==> src/rtl/sdi_trs_pkg.sv <==
package sdi_trs_pkg;

    typedef enum logic [1:0] {
        ST_HUNT      = 2'd0,
        ST_GOT_ONES  = 2'd1,
        ST_GOT_ZERO1 = 2'd2,
        ST_GOT_ZERO2 = 2'd3
    } trs_state_t;

    typedef struct packed {
        logic legal;
        logic eav;
        logic field;
        logic vblank;
    } xyz_info_t;

endpackage

==> src/rtl/trs_preamble_fsm.sv <==
module trs_preamble_fsm
    import sdi_trs_pkg::*;
#(
    parameter int WORD_W = 10
) (
    input  logic              clk,
    input  logic              rst,
    input  logic              ce,
    input  logic [WORD_W-1:0] din,
    output logic              xyz_strobe
);
    localparam logic [WORD_W-1:0] ALL_ONES  = {WORD_W{1'b1}};
    localparam logic [WORD_W-1:0] ALL_ZEROS = {WORD_W{1'b0}};

    trs_state_t state_q;
    trs_state_t state_d;

    always_ff @(posedge clk) begin
        if (rst) begin
            state_q <= ST_HUNT;
        end else begin
            state_q <= state_d;
        end
    end

    always_comb begin
        state_d    = state_q;
        xyz_strobe = 1'b0;
        if (ce) begin
            unique case (state_q)
                ST_HUNT: begin
                    state_d = (din == ALL_ONES) ? ST_GOT_ONES : ST_HUNT;
                end
                ST_GOT_ONES: begin
                    if (din == ALL_ZEROS)     state_d = ST_GOT_ZERO1;
                    else if (din == ALL_ONES) state_d = ST_GOT_ONES;
                    else                      state_d = ST_HUNT;
                end
                ST_GOT_ZERO1: begin
                    if (din == ALL_ZEROS)     state_d = ST_GOT_ZERO2;
                    else if (din == ALL_ONES) state_d = ST_GOT_ONES;
                    else                      state_d = ST_HUNT;
                end
                ST_GOT_ZERO2: begin
                    xyz_strobe = 1'b1;
                    state_d    = (din == ALL_ONES) ? ST_GOT_ONES : ST_HUNT;
                end
                default: state_d = ST_HUNT;
            endcase
        end
    end

endmodule

==> src/rtl/xyz_classifier.sv <==
module xyz_classifier
    import sdi_trs_pkg::*;
#(
    parameter int WORD_W = 10
) (
    input  logic [WORD_W-1:0] xyz,
    output xyz_info_t         info
);
    localparam int PAD_W = WORD_W - 8;

    logic       f_bit;
    logic       v_bit;
    logic       h_bit;
    logic [3:0] prot_seen;
    logic [3:0] prot_want;

    always_comb begin
        f_bit     = xyz[WORD_W-2];
        v_bit     = xyz[WORD_W-3];
        h_bit     = xyz[WORD_W-4];
        prot_seen = xyz[WORD_W-5 -: 4];
        prot_want = {v_bit ^ h_bit, f_bit ^ h_bit, f_bit ^ v_bit, f_bit ^ v_bit ^ h_bit};
        info.legal  = xyz[WORD_W-1] && (prot_seen == prot_want) &&
                      (xyz[PAD_W-1:0] == '0);
        info.eav    = h_bit;
        info.field  = f_bit;
        info.vblank = v_bit;
    end

endmodule

==> src/rtl/trs_flag_reg.sv <==
module trs_flag_reg
    import sdi_trs_pkg::*;
(
    input  logic      clk,
    input  logic      rst,
    input  logic      strobe,
    input  xyz_info_t info,
    output logic      ref_seen,
    output logic      is_eav,
    output logic      is_sav,
    output logic      bad_ref,
    output logic      field,
    output logic      vblank
);
    always_ff @(posedge clk) begin
        if (rst) begin
            ref_seen <= 1'b0;
            is_eav   <= 1'b0;
            is_sav   <= 1'b0;
            bad_ref  <= 1'b0;
            field    <= 1'b0;
            vblank   <= 1'b0;
        end else begin
            ref_seen <= strobe && info.legal;
            is_eav   <= strobe && info.legal && info.eav;
            is_sav   <= strobe && info.legal && !info.eav;
            bad_ref  <= strobe && !info.legal;
            if (strobe && info.legal) begin
                field  <= info.field;
                vblank <= info.vblank;
            end
        end
    end

endmodule

==> src/rtl/sdi_trs_decoder.sv <==
module sdi_trs_decoder
    import sdi_trs_pkg::*;
#(
    parameter int WORD_W = 10
) (
    input  logic              clk,
    input  logic              rst,
    input  logic              ce,
    input  logic [WORD_W-1:0] din,
    output logic              ref_seen,
    output logic              is_eav,
    output logic              is_sav,
    output logic              bad_ref,
    output logic              field,
    output logic              vblank
);
    logic      xyz_strobe;
    xyz_info_t xyz_info;

    trs_preamble_fsm #(.WORD_W(WORD_W)) u_fsm (
        .clk        (clk),
        .rst        (rst),
        .ce         (ce),
        .din        (din),
        .xyz_strobe (xyz_strobe)
    );

    xyz_classifier #(.WORD_W(WORD_W)) u_cls (
        .xyz  (din),
        .info (xyz_info)
    );

    trs_flag_reg u_out (
        .clk      (clk),
        .rst      (rst),
        .strobe   (xyz_strobe),
        .info     (xyz_info),
        .ref_seen (ref_seen),
        .is_eav   (is_eav),
        .is_sav   (is_sav),
        .bad_ref  (bad_ref),
        .field    (field),
        .vblank   (vblank)
    );

endmodule

==> config.mk <==
export PLATFORM = sky130hd
export DESIGN_NAME = sdi_trs_decoder
export DESIGN_NICKNAME = d
export VERILOG_FILES = /design/src/rtl/sdi_trs_pkg.sv /design/src/rtl/trs_preamble_fsm.sv /design/src/rtl/xyz_classifier.sv /design/src/rtl/trs_flag_reg.sv /design/src/rtl/sdi_trs_decoder.sv
export SDC_FILE = /design/constraint.sdc
export NUM_CORES = 1
export LEC_CHECK = 0
export BUFFER_PORTS_ARGS = -buffer_cell sky130_fd_sc_hd__buf_4
export CAP_MARGIN = 0
export CORE_AREA = 2 2 44 46
export CTS_CLUSTER_DIAMETER = 200
export DETAILED_ROUTE_END_ITERATION = 6
export DIE_AREA = 0 0 46 48
export GPL_ROUTABILITY_DRIVEN = 0
export GPL_TIMING_DRIVEN = 0
export PLACE_DENSITY = 0.53
export SLEW_MARGIN = 40
export SYNTH_ARGS = -nofsm -noshare
export SYNTH_HDL_FRONTEND = slang
export SYNTH_SLANG_ARGS = --single-unit
==> constraint.sdc <==
create_clock -name clk -period 4.2 [get_ports clk]
set_input_delay 0.21 -clock clk [delete_from_list [all_inputs] [get_ports clk]]
set_output_delay 0.21 -clock clk [all_outputs]
set_load 0.02 [all_outputs]
==> summary.txt, run 1 <==
ant diodes: 0
clock skew: 0.004522 ns
part of the cycle the worst path needs: 0.3689
first-pass GRT wire length: 2.028 mm
vias in the first global route: 493
slew margin rel.: 0.7363
crit-path leading delay family: simple AND/OR/NAND/NOR gates
Post-Synth XOR/XNOR Area: 0.03063
Cells after Synth: 63
syn_area_per_cell: 9.076 um2
Worst Setup Start Kind: register
CP max-delay cell: dfxtp_1
RSZ-0062 raised after global routing: false
fraction of layout cells with a size suffix above 1: 0.3494
Max Root-Sink Buffers: 2
power density over the cells: 221.7 nW/um2
WP data required: 4.33 ns
Peak supply drop: 0.06559 mV
CTS tree: built
Fmax: 0.6455 GHz
post-synthesis cell area: 571.8 um2
syn_nets: 81
Die Wd: 46 um
critical hold path startpoint: din[6]
initial antenna violation count: 0
fin crit period: 1.549 ns
Critical Path Start: u_fsm.state_q[0]$_SDFFE_PP0P_
residual DRC count: 0
Register Area: 160.2 um2
adder-cell share of the synthesized area: 0.1094
CTS resizes: 0
Via density: 5.100
final setup fails: 0
Slew @ Worst Pin: 0.3919 ns
Critical path buffers and inverters: 1
antenna-violating nets left: 0
root buf cell: clkbuf_4
WP data arrival: 1.68 ns
hpwl dp: 895.8 um
simple-gate share of the synthesized area: 0.3895
CP Capture Type: register
Setup CP Type: reg2reg
multi-input logic area: 385.4 um2
leak pwr: 0.2996 nW
Synth Area in Compound Gates: 0.1094
DR iter-0 viols: 5
Final nets: 103
Area Overhead vs Synth: 29.98%
final WL: 1.121 mm
Synth cell types: 30
Final Max Slew Viols: 0
CTS Sinks: 8
Pre-antenna DRT Iters: 4
largest net degree at the start of global routing: 11
post-synthesis mux area share: 0.03501
PortBufs: 17
setup bufs post-CTS: 0
CP Cell Sequence: inv_1, ha_1, or3_1, nand4_1, o31ai_1, a31oi_1, nor3_1
largest family of logic cells by synthesized area: simple AND/OR/NAND/NOR gates
clock latency at the later pin of the worst-skew pair: 0.25 ns
Hold Violations, Final: 0
Seq/Total Area, Yosys: 0.2801
Fin Hold WS: 0.1740 ns
Yosys reg bits: 8
# hold bufs at CTS: 0
gr usage total: 0.1281
Die H: 48 um
Initial Utilization: 0.3385
# rows: 15
# H-tree levels: 1
filler cell count: 183
Worst-path clk slew: 0.05 ns
Total Neg Setup Slack: 0 ns
run status: complete, no violations
WL per Instance: 11.21 um
Crit Path Max Fanout: 4
reg-to-reg critical path startpoint: u_fsm.state_q[0]$_SDFFE_PP0P_
classification of the worst-slack hold path: in2reg
I/O pin cnt: 19
Max Cap Viol: 0
Num CTS Buffers: 3
Core Region: 1689 um2
CP max stage delay: 0.37 ns
YS warnings: 0
DIE AREA: 2208 um2
via count: 510
GRT overflow: 0
-- path summary, 6_finish.rpt --
| check | endpoint | slack (ns) | cells past startpoint |
|---|---|---|---|
| max reg2reg | u_fsm.state_q[0]$_SDFFE_PP0P_ | 2.65 | 7 |
| max | u_fsm.state_q[0]$_SDFFE_PP0P_ | 2.65 | 7 |
| min | u_out.is_sav$_SDFF_PP0_ | 0.17 | 2 |
| min reg2reg | u_out.vblank$_SDFFE_PP0P_ | 0.47 | 2 |
-- power by group --
part | total, mW | internal [mW] | leakage (nW) | switching, mW
Clock | 0.0556 | 0.0325 | 0.0138 | 0.0231
Combinational | 0.0322 | 0.0165 | 0.221 | 0.0157
Sequential | 0.0770 | 0.0765 | 0.0646 | 0.000479
Total | 0.165 | 0.126 | 0.300 | 0.0393
-- through the flow --
step / area, um2 / setup slack, ns / total power [mW] / utilization / instances
5_1_grt: 743.2 / 2.531 / 0.1752 / 0.4400 / 100
4_1_cts: 743.2 / 2.640 / 0.1681 / 0.4400 / 100
6_report: 743.2 / 2.651 / 0.1648 / 0.4400 / 100
3_5_place_dp: 720.7 / 2.409 / 0.1109 / 0.4267 / 97
3_3_place_gp: 720.7 / 2.402 / 0.1108 / 0.4267 / 97
2_1_floorplan: 571.8 / 2.672 / 0.09501 / - / 63
-- area by class of cell --
type | instances | area share
repair buffers | 17 | 0.1717
clock buffers | 3 | 0.03030
multi-input cells | 49 | 0.5185
flip-flops and latches | 8 | 0.2155
plain buffers | 1 | 0.01010
inverters | 5 | 0.02525
well taps | 17 | 0.02862
-- synthesized netlist by cell type, drive strengths merged --
master	instances	area, um2
nor3	2	15.01
or2b	1	7.510
nor2b	2	12.51
o31ai	1	7.510
and3	1	6.260
mux2i	2	20.02
o211ai	3	22.52
and2	1	7.510
nand4	2	12.51
nand4b	1	8.760
o21a	1	7.510
dfxtp	8	160.2
buf	1	7.510
nand2	2	7.510
and2b	2	15.01
nor4	4	43.80
o2111ai	1	8.760
a21oi	1	5.000
nor2	5	18.77
nand2b	4	25.02
a31oi	1	6.260
xnor2	2	17.52
or3	2	17.52
nor3b	2	25.02
o21ai	1	5.000
ha	5	62.56
inv	5	18.77
-- layout by cell type (no fill, tap or decap), drive strengths merged, types with 2 or more instances in the layout --
cell and instances:
nor4 4, nor2b 2, o211ai 3, nor3b 2, nand2 2, or3 2
and2b 2, inv 5, buf 18, nand2b 4, nand4 2, clkbuf 3
ha 5, nor3 2, mux2i 2, xnor2 2, nor2 5, dfxtp 8
-- per-layer routing --
layer / up-vias / track usage / routed length [um]
met2: 16 / 0.2111 / 521
met3: 0 / 0.02264 / 57
met1: 229 / 0.1585 / 542
met5: - / 0 / 0
met4: 0 / 0.06857 / 0
li1: 265 / - / -
-- sequential cells by signal, summed over array words and instances, names as in the netlist --
register and count:
u_out.is_sav 1, u_out.vblank 1, u_fsm.state_q 2, u_out.bad_ref 1
u_out.field 1, u_out.ref_seen 1, u_out.is_eav 1
-- cell families (layout without fill, tap and decap cells) --
group | Yosys count | after routing
and+or+nand+nor | 31 | 31
AOI/OAI and AO/OA | 9 | 9
DFF | 8 | 8
buffers and inverters | 6 | 26
adders and majority gates | 5 | 5
xor gates and xnor gates | 2 | 2
muxes | 2 | 2
Power figures use the tool's default switching activity.
==> run 2, diff against run 1 <==
--- a/config.mk
+++ b/config.mk
@@ -13,7 +13,7 @@
 export DIE_AREA = 0 0 46 48
 export GPL_ROUTABILITY_DRIVEN = 0
 export GPL_TIMING_DRIVEN = 0
-export PLACE_DENSITY = 0.53
+export PLACE_DENSITY = 0.56
 export SLEW_MARGIN = 40
 export SYNTH_ARGS = -nofsm -noshare
 export SYNTH_HDL_FRONTEND = slang
==> constraint.sdc (replaced) <==
create_clock -name clk -period 1.35 [get_ports clk]
set_input_delay 0.0675 -clock clk [delete_from_list [all_inputs] [get_ports clk]]
set_output_delay 0.0675 -clock clk [all_outputs]
set_load 0.02 [all_outputs]
==> run 2 against run 1 <==
The run now ends with setup timing left. Combinational power increased to 3.8 times the previous value. Count of clock-buffer cells in the layout unchanged. Via count increased by 2.4%. Sequential power increased to 3.1 times the previous value. Flip-flop and latch count unchanged. Wire length increased by 5.8%. Fmax increased by 9.2%. Clock power increased to 3.2 times the previous value. Total power increased to 3.2 times the previous value. Critical path depth unchanged. Critical endpoint unchanged. Highest routed layer is now met4.
==> summary.txt, run 2 (synthesized netlist as in run 1, its figures left out) <==
run status: complete, but fails checks (was complete, no violations)
violated checks: setup timing
Core Region: 1689 um2 (unchanged)
vias in the first global route: 441 (was 493)
gr usage total: 0.1180 (was 0.1281)
final setup fails: 1 (was 0)
# hold bufs at CTS: 0 (unchanged)
leak pwr: 0.3151 nW (was 0.2996 nW)
Hold Violations, Final: 0 (unchanged)
Setup CP Type: reg2reg (unchanged)
Via density: 5.168 (was 5.100)
part of the cycle the worst path needs: 1.051 (was 0.3689)
clock skew: 0.002362 ns (was 0.004522 ns)
CP Cell Sequence: inv_2, ha_4, or3_1, nand4_1, o31ai_1, a31oi_1, nor3_1 (was inv_1, ha_1, or3_1, nand4_1, o31ai_1, a31oi_1, nor3_1)
clock latency at the later pin of the worst-skew pair: 0.25 ns (about the same)
first-pass GRT wire length: 1.883 mm (was 2.028 mm)
Final nets: 104 (was 103)
RSZ-0062 raised after global routing: true (was false)
WP data required: 1.49 ns (was 4.33 ns)
classification of the worst-slack hold path: in2reg (unchanged)
# H-tree levels: 1 (unchanged)
Die H: 48 um (unchanged)
max reg flops: 2 (unchanged)
Setup WS post-layout: -0.06845 ns (was 2.651 ns)
I/O pin cnt: 19 (unchanged)
Max Root-Sink Buffers: 2 (unchanged)
residual DRC count: 0 (unchanged)
Final Max Slew Viols: 0 (unchanged)
Pre-antenna DRT Iters: 4 (unchanged)
CP max stage delay: 0.36 ns (was 0.37 ns)
CTS Sinks: 8 (unchanged)
DR iter-0 viols: 6 (was 5)
Crit Path Max Fanout: 4 (unchanged)
Peak supply drop: 0.2142 mV (was 0.06559 mV)
Initial Utilization: 0.3385 (unchanged)
fin crit period: 1.418 ns (was 1.549 ns)
Die Wd: 46 um (unchanged)
Worst-path clk slew: 0.05 ns (about the same)
Area Overhead vs Synth: 43.11% (was 29.98%)
Top reg by flops: u_fsm.state_q (unchanged)
Fmax: 0.7050 GHz (was 0.6455 GHz)
antenna-violating nets left: 0 (unchanged)
final WL: 1.186 mm (was 1.121 mm)
PortBufs: 17 (unchanged)
Worst Setup Start Kind: register (unchanged)
Slew @ Worst Pin: 0.3541 ns (was 0.3919 ns)
DIE AREA: 2208 um2 (unchanged)
CP max-delay cell: dfxtp_4 (was dfxtp_1)
largest net degree at the start of global routing: 11 (unchanged)
GRT overflow: 0 (unchanged)
Num CTS Buffers: 3 (unchanged)
power density over the cells: 652.9 nW/um2 (was 221.7 nW/um2)
hpwl dp: 893.3 um (was 895.8 um)
initial antenna violation count: 0 (unchanged)
WL per Instance: 11.74 um (was 11.21 um)
CP Capture Type: register (unchanged)
worst setup slack after placement: -0.2580 ns (was 2.409 ns)
fraction of layout cells with a size suffix above 1: 0.4881 (was 0.3494)
CTS tree: built (unchanged)
highest-count cells in the layout ignoring fill and taps: 17 x buf_4, 6 x dfxtp_1, 5 x nor2_1 (was 18 x buf_4, 8 x dfxtp_1, 5 x inv_1, 5 x nor2_1, 5 x ha_1)
filler cell count: 161 (was 183)
Max Cap Viol: 0 (unchanged)
commonest non-fill, non-tap cell in the layout: buf_4 (unchanged)
Finished Layout Cells: 101 (was 100)
ant diodes: 0 (unchanged)
WP data arrival: 1.55 ns (was 1.68 ns)
# rows: 15 (unchanged)
slew margin rel.: 0.7618 (was 0.7363)
Cells after DPL: 97 (unchanged)
root buf cell: clkbuf_4 (unchanged)
via count: 522 (was 510)
-- run 2: cell count changes in the layout (fill, tap and decap cells not counted), moves of 2 or more --
cell     change
buf_6        +2
inv_1        -4
ha_4         +2
inv_2        +3
ha_1         -3
dfxtp_4      +2
dfxtp_1      -2
-- run 2: layout make-up --
cell class / count / area, um2 / area share
Sequential cell: 8 / 167.7 / 0.2049
Buffer: 1 / 7.507 / 0.009174
Timing Repair Buffer: 18 / 142.6 / 0.1743
Multi-Input combinational cell: 49 / 435.4 / 0.5321
Clock buffer: 3 / 22.52 / 0.02752
Tap cell: 17 / 21.27 / 0.02599
Inverter: 5 / 21.27 / 0.02599
-- run 2: routing by layer --
metal / global-route usage / up-vias / routed length, um
li1: - / 271 / -
met1: 0.1540 / 235 / 533
met2: 0.1889 / 14 / 592
met3: 0.01132 / 2 / 46
met4: 0.06857 / 0 / 14
met5: 0 / - / 0
-- run 2: report_power, final --
group	total, mW	switching (mW)	internal [mW]
clock	0.177	0.0752	0.101
combinational	0.121	0.0584	0.0627
sequential	0.237	0.00173	0.235
total	0.534	0.135	0.399
-- run 2: critical path, delay by kind of cell, from the launching register on --
family,cells,cell delay [ns]
adders and majority gates,1,0.19
DFF,1,0.36
buffers and inverters,1,0.04
AOI/OAI and AO/OA,2,0.21
and+or+nand+nor,3,0.51
-- run 2: final timing paths --
kind | startpoint | to | slack (ns) | cells past startpoint
setup / recovery | u_fsm.state_q[0]$_SDFFE_PP0P_ | u_fsm.state_q[0]$_SDFFE_PP0P_ | -0.07 | 7
hold / removal | din[6] | u_out.is_sav$_SDFF_PP0_ | 0.02 | 2
setup reg to reg | u_fsm.state_q[0]$_SDFFE_PP0P_ | u_fsm.state_q[0]$_SDFFE_PP0P_ | -0.07 | 7
hold reg to reg | u_out.vblank$_SDFFE_PP0P_ | u_out.vblank$_SDFFE_PP0P_ | 0.48 | 2
-- run 2: stage by stage --
| step | util | cell area [um2] | hold WS, ns | total power [mW] | TNS [ns] |
|---|---|---|---|---|---|
| global placement | 0.4274 | 721.9 | 0.2890 | 0.3431 | -1.243 |
| floorplan | - | 573.1 | 0.1382 | 0.2958 | -0.009560 |
| finish | 0.4844 | 818.3 | 0.01558 | 0.5343 | -0.06845 |
| detailed placement | 0.4274 | 721.9 | 0.2884 | 0.3444 | -1.316 |
| CTS | 0.4652 | 785.8 | 0.02363 | 0.5326 | -0.07908 |
| global route | 0.4844 | 818.3 | 0.01503 | 0.5647 | -0.1617 |
-- run 2: what timing repair did --
action | CTS | global route
gates resized for setup | 8 | 8
setup buffers | 1 | 0
pin swaps | 5 | 6
setup endpoints to repair | 3 | 6
==> run 3, diff against run 2 <==
--- a/config.mk
+++ b/config.mk
@@ -7,13 +7,13 @@
 export LEC_CHECK = 0
 export BUFFER_PORTS_ARGS = -buffer_cell sky130_fd_sc_hd__buf_4
 export CAP_MARGIN = 0
-export CORE_AREA = 2 2 44 46
+export CORE_AREA = 2 2 47 49
 export CTS_CLUSTER_DIAMETER = 200
 export DETAILED_ROUTE_END_ITERATION = 6
-export DIE_AREA = 0 0 46 48
+export DIE_AREA = 0 0 49 51
 export GPL_ROUTABILITY_DRIVEN = 0
 export GPL_TIMING_DRIVEN = 0
-export PLACE_DENSITY = 0.56
+export PLACE_DENSITY = 0.49
 export SLEW_MARGIN = 40
 export SYNTH_ARGS = -nofsm -noshare
 export SYNTH_HDL_FRONTEND = slang
==> run 3 against run 2 <==
The run still ends with setup timing left. Sequential share of layout area fell by 0.16 points. Cell count rose by 11%. Via count fell by 0.19%. Sequential power barely moved. Fmax rose by 2.6%. Core utilization fell by 8.5 points. First-iteration DRC count fell by 83%. Critical path depth did not move. Flip-flop and latch count did not move. Highest routed layer unchanged.
==> summary.txt, run 3 (synthesized netlist as in run 1, its figures left out) <==
Crit Path Max Fanout: 3 (was 4)
Die Wd: 49 um (was 46 um)
Peak supply drop: 0.3016 mV (was 0.2142 mV)
run status: complete, but fails checks (unchanged)
vias in the first global route: 484 (was 441)
Worst Setup Start Kind: register (unchanged)
Critical Path Start: u_fsm.state_q[0]$_SDFFE_PP0P_ (unchanged)
# H-tree levels: 1 (unchanged)
DR iter-0 viols: 1 (was 6)
# hold bufs at CTS: 0 (unchanged)
filler cell count: 218 (was 161)
RSZ-0062 raised after global routing: true (unchanged)
multi-input logic area: 435.4 um2 (unchanged)
Final Max Slew Viols: 0 (unchanged)
largest net degree at the start of global routing: 11 (unchanged)
WP data required: 1.48 ns (was 1.49 ns)
initial antenna violation count: 0 (unchanged)
Max Root-Sink Buffers: 2 (unchanged)
max reg flops: 2 (unchanged)
Hold Violations, Final: 0 (unchanged)
I/O pin cnt: 19 (unchanged)
Core Region: 2063 um2 (was 1689 um2)
final setup fails: 1 (unchanged)
Via density: 4.652 (was 5.168)
clock latency at the later pin of the worst-skew pair: 0.25 ns (about the same)
via count: 521 (was 522)
post-route cell area: 824.5 um2 (was 818.3 um2)
CTS Sinks: 8 (unchanged)
first-pass GRT wire length: 2.145 mm (was 1.883 mm)
ant diodes: 0 (unchanged)
Die H: 51 um (was 48 um)
power density over the cells: 643.8 nW/um2 (was 652.9 nW/um2)
CP Capture Type: register (unchanged)
fin crit period: 1.383 ns (was 1.418 ns)
DIE AREA: 2499 um2 (was 2208 um2)
Top reg by flops: u_fsm.state_q (unchanged)
slew margin rel.: 0.7316 (was 0.7618)
Fmax: 0.7231 GHz (was 0.7050 GHz)
WL per Instance: 10.32 um (was 11.74 um)
PortBufs: 17 (unchanged)
part of the cycle the worst path needs: 1.024 (was 1.051)
Area Overhead vs Synth: 44.20% (was 43.11%)
Initial Utilization: 0.2771 (was 0.3385)
critical hold path startpoint: din[6] (unchanged)
CTS tree: built (unchanged)
highest-count cells in the layout ignoring fill and taps: 19 x buf_4, 6 x dfxtp_1, 5 x nor2_1 (was 17 x buf_4, 6 x dfxtp_1, 5 x nor2_1)
clock skew: 0.005748 ns (was 0.002362 ns)
Num CTS Buffers: 3 (unchanged)
GRT overflow: 0 (unchanged)
classification of the worst-slack hold path: in2reg (unchanged)
fraction of layout cells with a size suffix above 1: 0.4643 (was 0.4881)
# rows: 17 (was 15)
root buf cell: clkbuf_4 (unchanged)
commonest non-fill, non-tap cell in the layout: buf_4 (unchanged)
area post-placement: 735.7 um2 (was 721.9 um2)
Setup WS post-layout: -0.03291 ns (was -0.06845 ns)
leak pwr: 0.3140 nW (was 0.3151 nW)
WP data arrival: 1.52 ns (was 1.55 ns)
Worst-path clk slew: 0.05 ns (about the same)
Final nets: 104 (unchanged)
Max Cap Viol: 0 (unchanged)
worst setup slack after placement: -0.2871 ns (was -0.2580 ns)
Setup CP Type: reg2reg (unchanged)
violated checks: setup timing (unchanged)
final WL: 1.156 mm (was 1.186 mm)
Pre-antenna DRT Iters: 2 (was 4)
gr usage total: 0.1094 (was 0.1180)
antenna-violating nets left: 0 (unchanged)
hpwl dp: 956.3 um (was 893.3 um)
Register Area: 167.7 um2 (unchanged)
Slew @ Worst Pin: 0.3989 ns (was 0.3541 ns)
reg-to-reg critical path startpoint: u_fsm.state_q[0]$_SDFFE_PP0P_ (unchanged)
residual DRC count: 0 (unchanged)
-- run 3: cell counts in the layout (fill, tap and decap cells not counted) --
Identical to the previous run, type by type.
-- run 3: where the power goes --
part           switching, mW  internal [mW]  total (mW)
sequential           0.00157          0.235       0.237
clock                 0.0746          0.101       0.176
combinational         0.0582         0.0602       0.118
-- run 3: cell type report --
cell class | instances | share of cell area
timing repair buffer | 18 | 0.1639
buffer | 1 | 0.009105
multi-input combinational | 49 | 0.5281
tap | 28 | 0.04249
sequential | 8 | 0.2033
inverter | 5 | 0.02580
clock buffer | 3 | 0.02731
-- run 3: repair_timing --
action	4_1_cts	5_1_grt
pin swaps	8	4
gates resized for setup	11	1
setup buffers	0	1
endpoints found under the setup margin	4	4
hold endpoints to repair	0	0
-- run 3: worst max-delay path, stage by stage, from the launching register on --
cell     delay, ns
dfxtp_4       0.35
inv_2         0.04
ha_4          0.19
or3_1         0.33
nand4_1       0.07
o31ai_1       0.08
a31oi_1       0.14
nor3_1        0.05
-- run 3: final timing paths --
path                                   endpoint  slack (ns)  cells after the start
setup reg to reg  u_fsm.state_q[0]$_SDFFE_PP0P_       -0.03                      7
hold / removal          u_out.is_sav$_SDFF_PP0_        0.05                      2
setup / recovery  u_fsm.state_q[0]$_SDFFE_PP0P_       -0.03                      7
hold reg to reg       u_out.vblank$_SDFFE_PP0P_        0.48                      2
-- run 3: layer usage --
metal  GRT usage  vias to the layer above  share of wire
met5           0                        -              0
met3     0.01754                        2          0.049
met1      0.1308                      233           0.45
met4     0.05714                        0          0.010
li1            -                      271              -
met2      0.1895                       15           0.49
-- run 3: through the flow --
| step | setup TNS [ns] | cells | hold WS (ns) | power (mW) | utilization |
|---|---|---|---|---|---|
| 6_report | -0.03291 | 112 | 0.04991 | 0.5308 | 0.3996 |
| 5_1_grt | -0.2469 | 112 | 0.05192 | 0.5679 | 0.3996 |
| 2_1_floorplan | -0.009560 | 63 | 0.1382 | 0.2958 | - |
| 4_1_cts | -0.08577 | 111 | 0.04290 | 0.5430 | 0.3948 |
| 3_5_place_dp | -1.555 | 108 | 0.2931 | 0.3460 | 0.3566 |
| 3_3_place_gp | -1.427 | 108 | 0.2924 | 0.3443 | 0.3566 |
